### src/rtl/sdhci_bridge_pkg.sv
package sdhci_bridge_pkg;

    localparam int BUS_W = 32;
    localparam int LANES = BUS_W / 8;

    // Register offsets in the standard map (byte addresses).
    localparam int OFS_XFER_MODE = 'h0C;
    localparam int OFS_COMMAND   = 'h0E;
    localparam int OFS_PRESENT   = 'h24;
    localparam int OFS_CLK_CTL   = 'h2C;
    localparam int OFS_CAPS      = 'h40;

    localparam int PRESENT_CARD_BIT = 16;
    localparam int CAPS_HISPD_BIT   = 21;

    // Standard divisor fields inside the clock-control halfword.
    localparam int STD_LO_LSB = 8;
    localparam int STD_LO_W   = 8;
    localparam int STD_HI_LSB = 6;
    localparam int STD_HI_W   = 2;

    typedef enum logic [1:0] {
        SZ_BYTE = 2'd0,
        SZ_HALF = 2'd1,
        SZ_WORD = 2'd2
    } acc_size_e;

    typedef enum logic [1:0] {
        ST_IDLE = 2'd0,
        ST_RD   = 2'd1,
        ST_CAP  = 2'd2,
        ST_WR   = 2'd3
    } seq_state_e;

endpackage

### src/rtl/sdhci_lane_merge.sv
module sdhci_lane_merge
    import sdhci_bridge_pkg::*;
(
    input  logic [BUS_W-1:0] old_word,
    input  logic [BUS_W-1:0] new_data,
    input  acc_size_e        size,
    input  logic [1:0]       lane_ofs,
    output logic [BUS_W-1:0] merged,
    output logic [BUS_W-1:0] extracted
);

    logic [BUS_W-1:0] shifted_new;
    logic [BUS_W-1:0] shifted_old;
    logic [LANES-1:0] lane_en;

    always_comb begin
        shifted_new = new_data << {lane_ofs, 3'b000};
        shifted_old = old_word >> {lane_ofs, 3'b000};
        unique case (size)
            SZ_BYTE: begin
                lane_en   = LANES'(1) << lane_ofs;
                extracted = {{(BUS_W-8){1'b0}}, shifted_old[7:0]};
            end
            SZ_HALF: begin
                lane_en   = LANES'(3) << lane_ofs;
                extracted = {{(BUS_W-16){1'b0}}, shifted_old[15:0]};
            end
            default: begin
                lane_en   = {LANES{1'b1}};
                extracted = shifted_old;
            end
        endcase
    end

    for (genvar g = 0; g < LANES; g++) begin : g_lane
        assign merged[8*g +: 8] = lane_en[g] ? shifted_new[8*g +: 8] : old_word[8*g +: 8];
    end

endmodule

### src/rtl/sdhci_clkdiv_xlate.sv
module sdhci_clkdiv_xlate
    import sdhci_bridge_pkg::*;
#(
    parameter int DIV_W   = 10,
    parameter int DIV_LSB = 6
) (
    input  logic             spec3,
    input  logic [BUS_W-1:0] raw_word,
    input  logic [15:0]      host_half,
    output logic [15:0]      std_half,
    output logic [BUS_W-1:0] native_word
);

    localparam int REQ_W = STD_LO_W + STD_HI_W + 1;
    localparam int LIMIT = (1 << DIV_W) - 1;
    localparam logic [REQ_W-1:0] LIMIT_V  = REQ_W'(LIMIT);
    localparam logic [15:0]      NAT_MASK = 16'(LIMIT << DIV_LSB);

    logic [DIV_W-1:0] nat_div;
    logic [DIV_W-1:0] halved;
    logic [REQ_W-1:0] req_div;
    logic [DIV_W-1:0] sat_div;
    logic [15:0]      low_half;

    // Native to standard (read direction).
    always_comb begin
        nat_div  = raw_word[DIV_LSB +: DIV_W];
        halved   = nat_div >> 1;
        std_half = raw_word[15:0] & ~NAT_MASK;
        std_half[STD_LO_LSB +: STD_LO_W] = halved[STD_LO_W-1:0];
        if (spec3) begin
            std_half[STD_HI_LSB +: STD_HI_W] = halved[STD_LO_W +: STD_HI_W];
        end
    end

    // Standard to native (write direction), upper halfword kept.
    always_comb begin
        req_div = {1'b0,
                   (spec3 ? host_half[STD_HI_LSB +: STD_HI_W] : {STD_HI_W{1'b0}}),
                   host_half[STD_LO_LSB +: STD_LO_W]};
        sat_div = (req_div > LIMIT_V) ? DIV_W'(LIMIT) : req_div[DIV_W-1:0];
        low_half = (host_half & ~NAT_MASK) | (16'(sat_div) << DIV_LSB);
        native_word = {raw_word[BUS_W-1:16], low_half};
    end

endmodule

### src/rtl/sdhci_status_filter.sv
module sdhci_status_filter
    import sdhci_bridge_pkg::*;
(
    input  logic [BUS_W-1:0] word_in,
    input  logic             is_caps,
    input  logic             is_present,
    input  logic             hide_hispeed,
    input  logic             force_present,
    output logic [BUS_W-1:0] word_out
);

    always_comb begin
        word_out = word_in;
        if (is_caps && hide_hispeed) begin
            word_out[CAPS_HISPD_BIT] = 1'b0;
        end
        if (is_present && force_present) begin
            word_out[PRESENT_CARD_BIT] = 1'b1;
        end
    end

endmodule

### src/rtl/sdhci_access_bridge.sv
module sdhci_access_bridge
    import sdhci_bridge_pkg::*;
#(
    parameter int ADDR_W  = 8,
    parameter int DIV_W   = 10,
    parameter int DIV_LSB = 6
) (
    input  logic              clk,
    input  logic              rst_n,
    input  logic              spec3_mode,
    input  logic              hide_hispeed,
    input  logic              force_present,
    input  logic              req_valid,
    output logic              req_ready,
    input  logic              req_write,
    input  logic [1:0]        req_size,
    input  logic [ADDR_W-1:0] req_addr,
    input  logic [31:0]       req_wdata,
    output logic              rsp_done,
    output logic [31:0]       rsp_rdata,
    output logic              bk_rd_en,
    output logic              bk_wr_en,
    output logic [ADDR_W-3:0] bk_addr,
    output logic [31:0]       bk_wdata,
    input  logic [31:0]       bk_rdata
);

    localparam int WORD_AW = ADDR_W - 2;

    localparam logic [ADDR_W-1:0]  A_TM   = ADDR_W'(OFS_XFER_MODE);
    localparam logic [ADDR_W-1:0]  A_CMD  = ADDR_W'(OFS_COMMAND);
    localparam logic [ADDR_W-1:0]  A_PRES = ADDR_W'(OFS_PRESENT);
    localparam logic [ADDR_W-1:0]  A_CLK  = ADDR_W'(OFS_CLK_CTL);
    localparam logic [ADDR_W-1:0]  A_CAPS = ADDR_W'(OFS_CAPS);
    localparam logic [WORD_AW-1:0] W_TM   = WORD_AW'(OFS_XFER_MODE / 4);

    typedef struct packed {
        seq_state_e         st;
        logic               wr;
        acc_size_e          sz;
        logic [ADDR_W-1:0]  addr;
        logic [BUS_W-1:0]   wdata;
        logic [BUS_W-1:0]   shadow;
        logic [WORD_AW-1:0] baddr;
        logic [BUS_W-1:0]   bwdata;
        logic [BUS_W-1:0]   rdata;
        logic               done;
    } seq_regs_t;

    seq_regs_t r_q, r_d;

    logic       accept;
    acc_size_e  in_size;
    logic       in_hit_tm;
    logic       in_hit_cmd;
    logic [1:0] lane_ofs;

    logic [BUS_W-1:0] lm_merged;
    logic [BUS_W-1:0] lm_extracted;
    logic [15:0]      xl_half;
    logic [BUS_W-1:0] xl_word;
    logic [BUS_W-1:0] filt_word;

    // Front-side decode.
    always_comb begin
        in_size    = acc_size_e'(req_size);
        accept     = req_valid && req_ready;
        in_hit_tm  = (in_size == SZ_HALF) && (req_addr == A_TM);
        in_hit_cmd = (in_size == SZ_HALF) && (req_addr == A_CMD);
        lane_ofs   = (r_q.sz == SZ_HALF) ? {r_q.addr[1], 1'b0} : r_q.addr[1:0];
    end

    sdhci_lane_merge u_lanes (
        .old_word  (bk_rdata),
        .new_data  (r_q.wdata),
        .size      (r_q.sz),
        .lane_ofs  (lane_ofs),
        .merged    (lm_merged),
        .extracted (lm_extracted)
    );

    sdhci_clkdiv_xlate #(
        .DIV_W   (DIV_W),
        .DIV_LSB (DIV_LSB)
    ) u_clkdiv (
        .spec3       (spec3_mode),
        .raw_word    (bk_rdata),
        .host_half   (r_q.wdata[15:0]),
        .std_half    (xl_half),
        .native_word (xl_word)
    );

    sdhci_status_filter u_filter (
        .word_in       (bk_rdata),
        .is_caps       (r_q.addr == A_CAPS),
        .is_present    (r_q.addr == A_PRES),
        .hide_hispeed  (hide_hispeed),
        .force_present (force_present),
        .word_out      (filt_word)
    );

    // Next-state computation.
    always_comb begin
        r_d      = r_q;
        r_d.done = 1'b0;
        unique case (r_q.st)
            ST_IDLE: begin
                if (accept) begin
                    r_d.wr    = req_write;
                    r_d.sz    = in_size;
                    r_d.addr  = req_addr;
                    r_d.wdata = req_wdata;
                    r_d.baddr = req_addr[ADDR_W-1:2];
                    if (req_write) begin
                        if (in_hit_tm) begin
                            r_d.shadow[15:0] = req_wdata[15:0];
                            r_d.done         = 1'b1;
                        end else if (in_hit_cmd) begin
                            r_d.shadow[31:16] = req_wdata[15:0];
                            r_d.bwdata        = {req_wdata[15:0], r_q.shadow[15:0]};
                            r_d.baddr         = W_TM;
                            r_d.st            = ST_WR;
                        end else if (in_size == SZ_WORD) begin
                            r_d.bwdata = req_wdata;
                            r_d.st     = ST_WR;
                        end else begin
                            r_d.st = ST_RD;
                        end
                    end else begin
                        if (in_hit_tm) begin
                            r_d.rdata = {16'h0000, r_q.shadow[15:0]};
                            r_d.done  = 1'b1;
                        end else if (in_hit_cmd) begin
                            r_d.rdata = {16'h0000, r_q.shadow[31:16]};
                            r_d.done  = 1'b1;
                        end else begin
                            r_d.st = ST_RD;
                        end
                    end
                end
            end
            ST_RD: begin
                r_d.st = ST_CAP;
            end
            ST_CAP: begin
                if (r_q.wr) begin
                    if ((r_q.sz == SZ_HALF) && (r_q.addr == A_CLK)) begin
                        r_d.bwdata = xl_word;
                    end else begin
                        r_d.bwdata = lm_merged;
                    end
                    r_d.st = ST_WR;
                end else begin
                    if (r_q.sz == SZ_WORD) begin
                        r_d.rdata = filt_word;
                    end else if ((r_q.sz == SZ_HALF) && (r_q.addr == A_CLK)) begin
                        r_d.rdata = {16'h0000, xl_half};
                    end else begin
                        r_d.rdata = lm_extracted;
                    end
                    r_d.done = 1'b1;
                    r_d.st   = ST_IDLE;
                end
            end
            ST_WR: begin
                r_d.done = 1'b1;
                r_d.st   = ST_IDLE;
            end
            default: begin
                r_d.st = ST_IDLE;
            end
        endcase
    end

    always_ff @(posedge clk or negedge rst_n) begin
        if (!rst_n) begin
            r_q <= '0;
        end else begin
            r_q <= r_d;
        end
    end

    assign req_ready = (r_q.st == ST_IDLE);
    assign bk_rd_en  = (r_q.st == ST_RD);
    assign bk_wr_en  = (r_q.st == ST_WR);
    assign bk_addr   = r_q.baddr;
    assign bk_wdata  = r_q.bwdata;
    assign rsp_done  = r_q.done;
    assign rsp_rdata = r_q.rdata;

    // Back-side strobes never overlap and a read strobe lasts one cycle.
    p_rd_wr_excl_r11: assert property (@(posedge clk) disable iff (!rst_n)
        !(bk_rd_en && bk_wr_en));
    p_rd_one_cycle_r11: assert property (@(posedge clk) disable iff (!rst_n)
        bk_rd_en |=> !bk_rd_en);

    // Transfer-mode halfword write stays inside the bridge.
    p_tm_silent_r6: assert property (@(posedge clk) disable iff (!rst_n)
        (accept && req_write && in_hit_tm) |=> (!bk_wr_en && !bk_rd_en && rsp_done));

    // Command halfword write goes straight to a single word write.
    p_cmd_write_r7: assert property (@(posedge clk) disable iff (!rst_n)
        (accept && req_write && in_hit_cmd) |=> (bk_wr_en && (bk_addr == W_TM)));

    // Status masking on word reads.
    p_caps_mask_r9: assert property (@(posedge clk) disable iff (!rst_n)
        (rsp_done && !r_q.wr && (r_q.sz == SZ_WORD) && (r_q.addr == A_CAPS) && hide_hispeed)
            |-> !rsp_rdata[CAPS_HISPD_BIT]);
    p_present_force_r10: assert property (@(posedge clk) disable iff (!rst_n)
        (rsp_done && !r_q.wr && (r_q.sz == SZ_WORD) && (r_q.addr == A_PRES) && force_present)
            |-> rsp_rdata[PRESENT_CARD_BIT]);

endmodule

### config.mk
export PLATFORM = sky130hd
export DESIGN_NAME = sdhci_access_bridge
export DESIGN_NICKNAME = d
export VERILOG_FILES = /design/src/rtl/sdhci_bridge_pkg.sv /design/src/rtl/sdhci_lane_merge.sv /design/src/rtl/sdhci_clkdiv_xlate.sv /design/src/rtl/sdhci_status_filter.sv /design/src/rtl/sdhci_access_bridge.sv
export SDC_FILE = /design/constraint.sdc
export NUM_CORES = 1
export LEC_CHECK = 0
export ABC_AREA = 1
export BUFFER_PORTS_ARGS = -buffer_cell sky130_fd_sc_hd__buf_2
export CAP_MARGIN = 30
export CORE_MARGIN = 2
export CORE_UTILIZATION = 45
export CTS_BUF_LIST = sky130_fd_sc_hd__clkbuf_8
export DETAILED_ROUTE_END_ITERATION = 6
export PLACE_DENSITY_LB_ADDON = 0.25
export SYNTH_ARGS = -nofsm -noshare
export SYNTH_HDL_FRONTEND = slang
export SYNTH_SLANG_ARGS = --single-unit
export TNS_END_PERCENT = 10
### constraint.sdc
create_clock -name clk -period 1.5 [get_ports clk]
set_input_delay 0.3 -clock clk [delete_from_list [all_inputs] [get_ports clk]]
set_output_delay 0.3 -clock clk [all_outputs]
set_load 0.02 [all_outputs]
==> impl_results.md, run 1 <==
- Status: finished with violations
- Failing checks: setup timing
- Static Leakage: between 6 and 7 nW
- Synth warnings: 0
- CTS tree: done
- R2R cell count: 12
- Routed length on met1: roughly 15000 µm
- Total number of vias: just under 10000
- Mux contribution to synthesized area: 0%
- Slew Viols, Final: 0
- Synthesized Nets: about 1500
- Initial antenna violation count: 0
- Most frequent cell after synthesis: nand2_1
- Peak VDD IR: approximately 0.00083 V
- Detailed placement HPWL: 26400 µm
- Pwr/cell area: just under 2000 mW/mm²
- DIE WIDTH: roughly 150 µm
- Final Cycle Share: 113%
- Final hold violations: 0
- RSZ-0062 raised after global routing: true
- WL per Instance: approximately 18 µm
- Synth Instances: 1415
- Worst Tran Pin Value: 419 ps
- Final Wtd Congestion: between 0.9 and 1
- Max-cap viol count: 0
- Most area-consuming cells after synthesis: dfrtp_1 39%, nand2_1 24%, nand3_1 6.7%
- Final min period: 1690 ps
- TNS Setup: -8330 ps
- Largest net degree at the start of global routing: 52
- PnR worst setup slack: -189 ps
- Overall routing resource usage: a little under a third
- WS Path Type: reg -> reg
- Worst slew margin: a little under three quarters
- Skew final: roughly 16 ps
- Simple-Gate Fraction of Synth Area: a little over a third
- Layout area overhead: 26.5%
- WP data arrival: 2070 ps
- First-pass GRT wire length: roughly 52000 µm
- DR WL met2: approximately 15000 µm
- Placed Cells: roughly 1800
- Async set or reset register ratio after synthesis: between 90% and 100%
- CORE AREA: roughly 0.021 mm²
- Crit path max fanout: 9
- Fraction of layout cells with a size suffix above 1: around 28%
- Main synth FF type: dfrtp_1
- CTS root buffer: clkbuf_8
- Layout net count: around 1700
- Crit path required time: 1880 ps
- Clock sink count: between 100 and 150
- Num CTS Buffers: 17
- Synth Register Bits: 148
- Antenna cell count: 0
- Vias in the first global route: slightly above 9000
- Main combinational cell family by area after synthesis: simple AND/OR/NAND/NOR gates
- Max Freq: around 600 MHz
- Row count: 53
- Area leader, netlist: dfrtp_1
- Worst-Skew Late Latency: roughly 480 ps
- Hold slack: around 40 ps
- EDFF count, synth: 0
- DR WL met3: between 2000 and 3000 µm
- Syn_area_per_cell: between 6 and 7 µm²
- Post-Synth Adder-Cell Area: 0%
- Number of endpoints failing setup at the final stage: 80
- Gr ovfl total: 0
- Netlist Area Pre-Place: approximately 0.0095 mm²
- Drt pass-1 iters: 6
- Highest Signal Layer: met4
- Die height: roughly 150 µm
- CTS H-tree lvls: 4
- DRT antenna net count: 0
- Post-synth cell types: 34
- Post-synthesis compound-gate area fraction: between 10% and 20%
- Sequential-to-total area share from yosys stat: 39.2%
- Setup crit end kind: flip-flop
- Fin cells: roughly 1900
- Post-synth top cells: 593 x nand2_1, 148 x dfrtp_1, 126 x nand3_1
- Full die area: between 0.02 and 0.025 mm²
- Clock-pin slew on the worst setup and hold paths: 100 ps
- Initial core utilization: 45.4%
- Total Routed Length: between 30000 and 40000 µm
- Share of the synthesized area in the top cell type: 39.2%
- Initial DRC count: 867
- Min-delay worst type: in -> reg
- Startpoint Class: flip-flop
- WHS Path Cells: 3
- Max clock buf depth: 2
- # DRC: 0
- Avg Vias per Cell: 5.27
- Port-buffer cells: between 150 and 200
- Xor/xnor share of the synthesized area: 0%
- I/O pin count: approximately 160
## area by class of cell
class	instances	area, µm²
Sequential cell	148	3710
Clock buffer	17	234
Clock inverter	15	151
Tap cell	275	344
Fill cell	2023	8860
Timing Repair Buffer	302	2310
Inverter	122	490
Multi-Input combinational cell	1002	4730
## final timing paths
| check | startpoint | end | slack [ps] |
|---|---|---|---|
| min in group asynchronous | rst_n | rsp_rdata[25]$_DFFE_PN0P_ | 230 |
| setup reg to reg | r_q[144]$_DFFE_PN0P_ | bk_wdata[11]$_DFFE_PN0P_ | -190 |
| hold reg to reg | rsp_rdata[26]$_DFFE_PN0P_ | rsp_rdata[26]$_DFFE_PN0P_ | 470 |
| max in group asynchronous | rst_n | r_q[76]$_DFFE_PN0P_ | 730 |
| setup / recovery | r_q[144]$_DFFE_PN0P_ | bk_wdata[11]$_DFFE_PN0P_ | -190 |
| hold / removal | req_wdata[21] | r_q[124]$_DFFE_PN0P_ | 40 |
## critical path, stage by stage, from the launching register on
cell and delay, ps:
dfrtp_1 420, inv_4 90, nand2_8 70, buf_6 120, nor2_4 80, nand2_2 70
nor2_4 200, buf_12 160, a21oi_1 60, nand2_1 110, nand2_1 90, nand2_1 70
nand2_1 50
## where the power goes
group	internal, W	total [W]	switching, W	leakage, nW
Sequential	0.00537	0.00633	0.000958	1.90
Clock	0.00124	0.00315	0.00190	0.196
Combinational	0.00549	0.0143	0.00884	4.56
Total	0.0121	0.0238	0.0117	6.65
## metrics by stage
stage	util, %	area (µm²)	power [W]	setup slack (ps)
6_report	57.5	12000	0.0238	-189
4_1_cts	56.8	11800	0.0233	-202
2_1_floorplan	-	9480	0.0150	-67.3
3_3_place_gp	52.5	10900	0.0188	-441
3_5_place_dp	52.5	10900	0.0189	-431
5_1_grt	57.5	12000	0.0255	-288
## per-layer routing
| layer | vias up | global-route usage (%) |
|---|---|---|
| met5 | - | 0 |
| li1 | 4797 | - |
| met2 | 428 | 49.1 |
| met1 | 4611 | 42.7 |
| met4 | 0 | 14.2 |
| met3 | 77 | 5.96 |
## registers in the layout (all words and copies together), names as in the netlist
signal	flops
r_q	77
bk_wdata	32
rsp_rdata	32
bk_addr	6
rsp_done	1
## cell usage in the layout, fill, tap and decap left out, types with 2 or more instances in the layout
cell type and n:
nand2_1 545, buf_2 150, dfrtp_1 144, nand3_1 120
inv_1 109, buf_4 107, o21ai_0 58, o21ai_1 50
nand2_2 47, a21oi_1 45, nor2_1 34, nand4_1 26
buf_12 24, clkbuf_8 17, buf_6 17, o211ai_1 14
nor2_4 11, nand2_4 9, nor2_2 8, a21oi_2 7
inv_6 6, clkinvlp_4 5, o22ai_1 5, inv_8 5
nand3_4 4, nand3_2 4, inv_2 4, dfrtp_2 4
nor3_1 3, clkinv_4 2, inv_4 2, clkinv_8 2
buf_16 2
## cells by family (layout without fill, tap and decap cells)
| kind of cell | count (synthesis) | count (layout) |
|---|---|---|
| AO/OA/AOI/OAI | 187 | 187 |
| flip-flops | 148 | 148 |
| AND/OR/NAND/NOR | 815 | 815 |
| buffers and inverters | 265 | 456 |
## timing repair
item | in CTS | in global routing
setup endpoints to repair | 114 | 148
pin swaps | 24 | 11
setup buffers | 10 | 0
hold endpoints to repair | 148 | 0
gates cloned | 2 | 0
gates resized for setup | 110 | 64
hold buffers | 1 | 0
(Power assumes the default switching activity.)
==> inputs of run 2 (changes only) <==
- REMOVE_ABC_BUFFERS: not set -> 1
==> run 2 against run 1 <==
Against the previous run:
- hold slack gained 13 ps
- wire length down 4.2%
- highest routed layer unchanged
- final area fell by 1.6%
- sequential power about the same
- utilization decreased by 0.90 points
- register-to-register slack is essentially flat
- largest cell class unchanged
- sequential share of layout area up 0.49 points
- critical path depth shrank 3
- combinational power down 5%
- worst setup slack improved by 7.0 ps
- power fell by 1.6%
- the flow still finishes with violations (setup timing)
==> impl_results.md, run 2 (synthesis results as in run 1) <==
- R2R cell count: 9
- Gr ovfl total: 0
- Max-cap viol count: 0
- Highest Signal Layer: met4
- WL per Instance: between 15 and 20 µm
- Crit path max fanout: 26
- Total Routed Length: approximately 33000 µm
- Final min period: about 1700 ps
- Antenna cell count: 0
- # DRC: 0
- Worst Tran Pin Value: between 300 and 400 ps
- WS Path Type: reg -> reg
- Final Wtd Congestion: a little under 1
- Port-buffer cells: roughly 150
- RSZ-0062 raised after global routing: true
- Row count: 53
- Largest net degree at the start of global routing: 51
- Clock-pin slew on the worst setup and hold paths: ~100 ps
- Max Freq: a little under 600 MHz
- PnR worst setup slack: -182 ps
- Slew Viols, Final: 0
- Fraction of layout cells with a size suffix above 1: 25.6%
- Initial core utilization: a little under half
- Worst-Skew Late Latency: 470 ps
- CTS H-tree lvls: 4
- DIE WIDTH: about 150 µm
- Flop-to-flop setup slack: -180 ps
- DRT antenna net count: 0
- Worst Setup SP: r_q[146]$_DFFE_PN0P_
- DR WL met2: approximately 15000 µm
- CORE AREA: roughly 0.021 mm²
- Fill cells: slightly above 2000
- Initial antenna violation count: 0
- Final Cycle Share: 112%
- CTS tree: done
- Max reg flops: 77
- Full die area: between 0.02 and 0.025 mm²
- Commonest non-fill, non-tap cell in the layout: nand2_1
- Slowest-stage cell, CP: dfrtp_2
- Commonest non-fill, non-tap cells in the layout: 570 x nand2_1, 152 x buf_2, 144 x dfrtp_1
- I/O pin count: 155
- Peak VDD IR: 0.000790 V
- CTS root buffer: clkbuf_8
- Routed length on met1: approximately 14000 µm
- Skew final: between 15 and 20 ps
- Fin cells: 1870
- Overall routing resource usage: a little under a third
- Num CTS Buffers: 17
- Crit path required time: roughly 1900 ps
- Static Leakage: approximately 6.6 nW
- Total power: around 0.023 W
- Layout net count: between 1500 and 2000
- DR WL met3: 3050 µm
- Clock sink count: 148
- Max clock buf depth: 2
- Biggest register: r_q
- Launch point of the worst reg-to-reg path: r_q[146]$_DFFE_PN0P_
- Worst Setup EP: bk_wdata[8]$_DFFE_PN0P_
- Min-delay worst type: in -> reg
- Drt pass-1 iters: 7
- CP most frequent cell: nand2_1
- Detailed placement HPWL: between 20000 and 25000 µm
- Failing checks: setup timing
- Total number of vias: around 10000
- Avg Vias per Cell: ~5.4
- Layout area overhead: 24.6%
- First-pass GRT wire length: 51400 µm
- Initial DRC count: around 1000
- Startpoint Class: flip-flop
- Placed Cells: around 1800
- WP data arrival: 2090 ps
- Vias in the first global route: roughly 9400
- Pwr/cell area: around 2000 mW/mm²
- Final hold violations: 0
- Worst slew margin: about three quarters
- Crit-path cells: buf_6, nor2_4, buf_12, clkinvlp_4, a21oi_1, nand2_1, nand2_1, nand2_1, nand2_1
- Setup crit end kind: flip-flop
- Number of endpoints failing setup at the final stage: a little under 90
- Slowest stage delay, CP: between 400 and 500 ps
- Die height: roughly 150 µm
- RR Endpoint: bk_wdata[8]$_DFFE_PN0P_
- Hold slack: about 53 ps
- Status: finished with violations
[run 2: cell types whose count changed in the layout (fill, tap and decap cells not counted), moves of 3 or more]
| cell | delta |
|---|---|
| a21oi_2 | +3 |
| buf_4 | -13 |
| bufinv_16 | +3 |
| inv_2 | +3 |
| inv_6 | -3 |
| inv_8 | -5 |
| nand2_1 | +25 |
| nand2_2 | -21 |
| nand2_4 | -3 |
| nor2_1 | +4 |
| nor2_2 | -4 |
| o21ai_0 | +7 |
| o21ai_1 | -8 |
[run 2: worst min path at each step]
stage          slack [ps]           from  depth (start not counted)                  endpoint
2_1_floorplan           4          rst_n                          0    bk_addr[0]$_DFFE_PN0P_
3_3_place_gp          230          rst_n                          1  bk_wdata[29]$_DFFE_PN0P_
3_5_place_dp          230          rst_n                          1  bk_wdata[29]$_DFFE_PN0P_
4_1_cts                30  req_wdata[21]                          3      r_q[124]$_DFFE_PN0P_
5_1_grt                40  req_wdata[21]                          3      r_q[124]$_DFFE_PN0P_
6_report               50  req_wdata[21]                          3      r_q[124]$_DFFE_PN0P_
[run 2: cell type report]
type / count / area, µm² / share of cell area [%]
Clock buffer: 18 / 248 / 2.10
Clock inverter: 14 / 175 / 1.49
Inverter: 122 / 479 / 4.07
Multi-Input combinational cell: 1002 / 4600 / 39.0
Sequential cell: 148 / 3710 / 31.5
Tap cell: 275 / 344 / 2.92
Timing Repair Buffer: 291 / 2220 / 18.9
[run 2: routing by layer]
layer,up-vias,track usage (%)
met3,77,5.66
met1,4670,41.4
met4,0,9.00
met5,-,0
met2,537,48.4
li1,4763,-
[run 2: stage by stage]
stage               instance area [µm²]  worst slack (ps)  TNS, ps  util (%)
finish                            11800              -182   -10320      56.6
global route                      11800              -277   -18480      56.6
CTS                               11600              -186    -9760      55.8
detailed placement                10900              -576   -21790      52.6
global placement                  10900              -521   -18890      52.6
floorplan                          8570             -1120   -97800         -
[run 2: power by group]
| part | total, W | leakage (nW) | internal (W) | switching [W] |
|---|---|---|---|---|
| Sequential | 0.00634 | 1.90 | 0.00537 | 0.000973 |
| Clock | 0.00343 | 0.206 | 0.00171 | 0.00173 |
| Combinational | 0.0136 | 4.48 | 0.00509 | 0.00855 |
| Total | 0.0234 | 6.58 | 0.0122 | 0.0112 |
[run 2: repair_timing]
item | CTS | global route
buffers inserted | 3 | 1
hold endpoints to repair | 30 | 0
hold buffers | 1 | 0
endpoints found under the setup margin | 101 | 135
gates cloned | 1 | 1
pin swaps | 34 | 16
gates resized for setup | 63 | 64
[run 2: critical path, delay by kind of cell, from the launching register on]
family                 cells  cell delay [ps]
buffers and inverters      3              540
and+or+nand+nor            5              500
AOI/OAI and AO/OA          1              160
DFF                        1              430
==> inputs of run 3 (changes only) <==
- CORE_ASPECT_RATIO: not set -> 0.7
- CORE_UTILIZATION: 45 -> 53
- REMOVE_ABC_BUFFERS: 1 -> not set
==> run 3 against run 2 <==
Against the previous run:
- the flow finishes with violations (DRC, setup timing)
- wire length rose by 9.8%
- utilization grew 12 points
- final area is essentially flat
- flip-flop and latch count unchanged
- critical path type unchanged
- via count up 3.9%
==> impl_results.md, run 3 (synthesis results as in run 1) <==
- Status: finished with violations
- Failing checks: DRC, setup timing
- First-pass GRT wire length: about 55000 µm
- Slew Viols, Final: 0
- Crit path required time: 1880 ps
- Antenna cell count: 0
- Vias in the first global route: 9563
- Pwr/cell area: between 2000 and 2500 mW/mm²
- Clock sink count: between 100 and 150
- Commonest non-fill, non-tap cells in the layout: 548 x nand2_1, 151 x buf_2, 144 x dfrtp_1
- Placement Setup Slack: -510 ps
- Final Wtd Congestion: about 1.0
- Avg Vias per Cell: 5.72
- Commonest non-fill, non-tap cell in the layout: nand2_1
- Final Cycle Share: 116%
- Max Freq: 573 MHz
- Total Routed Length: between 30000 and 40000 µm
- Worst-Skew Late Latency: 490 ps
- Startpoint Class: flip-flop
- Port-buffer cells: about 150
- Initial antenna violation count: 0
- Initial core utilization: 54.6%
- WL per Instance: 19.9 µm
- DRT antenna net count: 0
- Row count: 40
- CTS tree: done
- Full die area: 0.0189 mm²
- CORE AREA: 0.0173 mm²
- Overall routing resource usage: 39.0%
- Setup crit end kind: flip-flop
- # DRC: 2
- Worst Tran Pin Value: ~540 ps
- PnR worst setup slack: -244 ps
- Initial DRC count: ~1700
- I/O pin count: 155
- Skew final: 15.2 ps
- Met2 Use GR: a little over half
- Drt pass-1 iters: 7
- Max clock buf depth: 2
- Layout area overhead: 24.7%
- Max reg flops: 77
- GR peak layer: met1
- Largest net degree at the start of global routing: 54
- CTS H-tree lvls: 4
- Fill cells: about 1600
- Min-delay worst type: in -> reg
- Final hold violations: 0
- Die height: around 120 µm
- Fraction of layout cells with a size suffix above 1: a little over a quarter
- Gr ovfl total: 0
- Static Leakage: between 6 and 7 nW
- Detailed placement HPWL: 27100 µm
- Num CTS Buffers: 17
- Biggest register: r_q
- Number of endpoints failing setup at the final stage: 100
- Final min period: 1740 ps
- WS Path Type: reg -> reg
- WP data arrival: around 2100 ps
- Worst slew margin: 63.7%
- Peak VDD IR: about 0.0012 V
- Global routing met1 resource utilization: 56.4%
- Layout net count: between 1500 and 2000
- DIE WIDTH: roughly 160 µm
- CTS root buffer: clkbuf_8
- Placed Area: 0.0108 mm²
- Total number of vias: ~10000
- Layout Utilization: between 60% and 70%
- Grt met3 use: around 16%
- Crit path max fanout: 9
- Final instance area: approximately 0.012 mm²
- Max-cap viol count: 0
- Clock-pin slew on the worst setup and hold paths: 100 ps
- RSZ-0062 raised after global routing: true
## run 3: metrics by stage
step	hold slack, ps	cells	total power, W	TNS (ps)
global route	23.9	1827	0.0256	-16870
floorplan	4.41	1415	0.0150	-3100
detailed placement	152	1781	0.0189	-30630
finish	13.6	1827	0.0242	-9550
global placement	150	1781	0.0187	-26450
CTS	13.0	1827	0.0235	-6190
## run 3: critical path: stages, from the launching register on
cell and delay, ps:
dfrtp_1 420, inv_4 90, nand2_8 80, buf_6 130, nor2_4 80, nand2_2 60
nor2_4 200, buf_12 160, a21oi_1 70, nand2_2 150, nand2_1 70, nand2_1 60
nand2_1 50
## run 3: worst paths after layout
path,from,to,slack (ps),cells past startpoint
worst max-delay path,r_q[144]$_DFFE_PN0P_,bk_wdata[8]$_DFFE_PN0P_,-240,12
worst min-delay path,req_wdata[29],r_q[132]$_DFFE_PN0P_,10,3
worst max register to register,r_q[144]$_DFFE_PN0P_,bk_wdata[8]$_DFFE_PN0P_,-240,12
worst min register to register,bk_wdata[16]$_DFFE_PN0P_,bk_wdata[16]$_DFFE_PN0P_,480,2
max in group asynchronous,rst_n,r_q[108]$_DFFE_PN0P_,720,3
min in group asynchronous,rst_n,rsp_rdata[5]$_DFFE_PN0P_,200,2
## run 3: where the power goes
part | leakage, nW | switching [W] | internal [W]
Combinational | 4.52 | 0.00916 | 0.00546
Sequential | 1.90 | 0.00111 | 0.00537
Clock | 0.186 | 0.00191 | 0.00122
## run 3: repair_timing
item,4_1_cts,5_1_grt
hold buffers,1,0
buffers inserted,8,1
endpoints found under the hold margin,148,0
gates resized for setup,111,26
gates cloned,5,0
endpoints found under the setup margin,123,130
pin swaps,42,17
## run 3: layout make-up
type                            instances  area [µm²]  share of cell area (%)
Multi-Input combinational cell       1002        4740                    40.2
Clock buffer                           17         234                    1.99
Timing Repair Buffer                  292        2200                    18.7
Clock inverter                         15         140                    1.19
Inverter                              122         473                    4.01
Tap cell                              231         289                    2.45
Sequential cell                       148        3710                    31.5
## run 3: metal layers
| metal | vias to the layer above | share of wire, % |
|---|---|---|
| met4 | 0 | 2.8 |
| met5 | - | 0 |
| met3 | 90 | 16 |
| met2 | 748 | 39 |
| met1 | 4832 | 42 |
| li1 | 4773 | - |
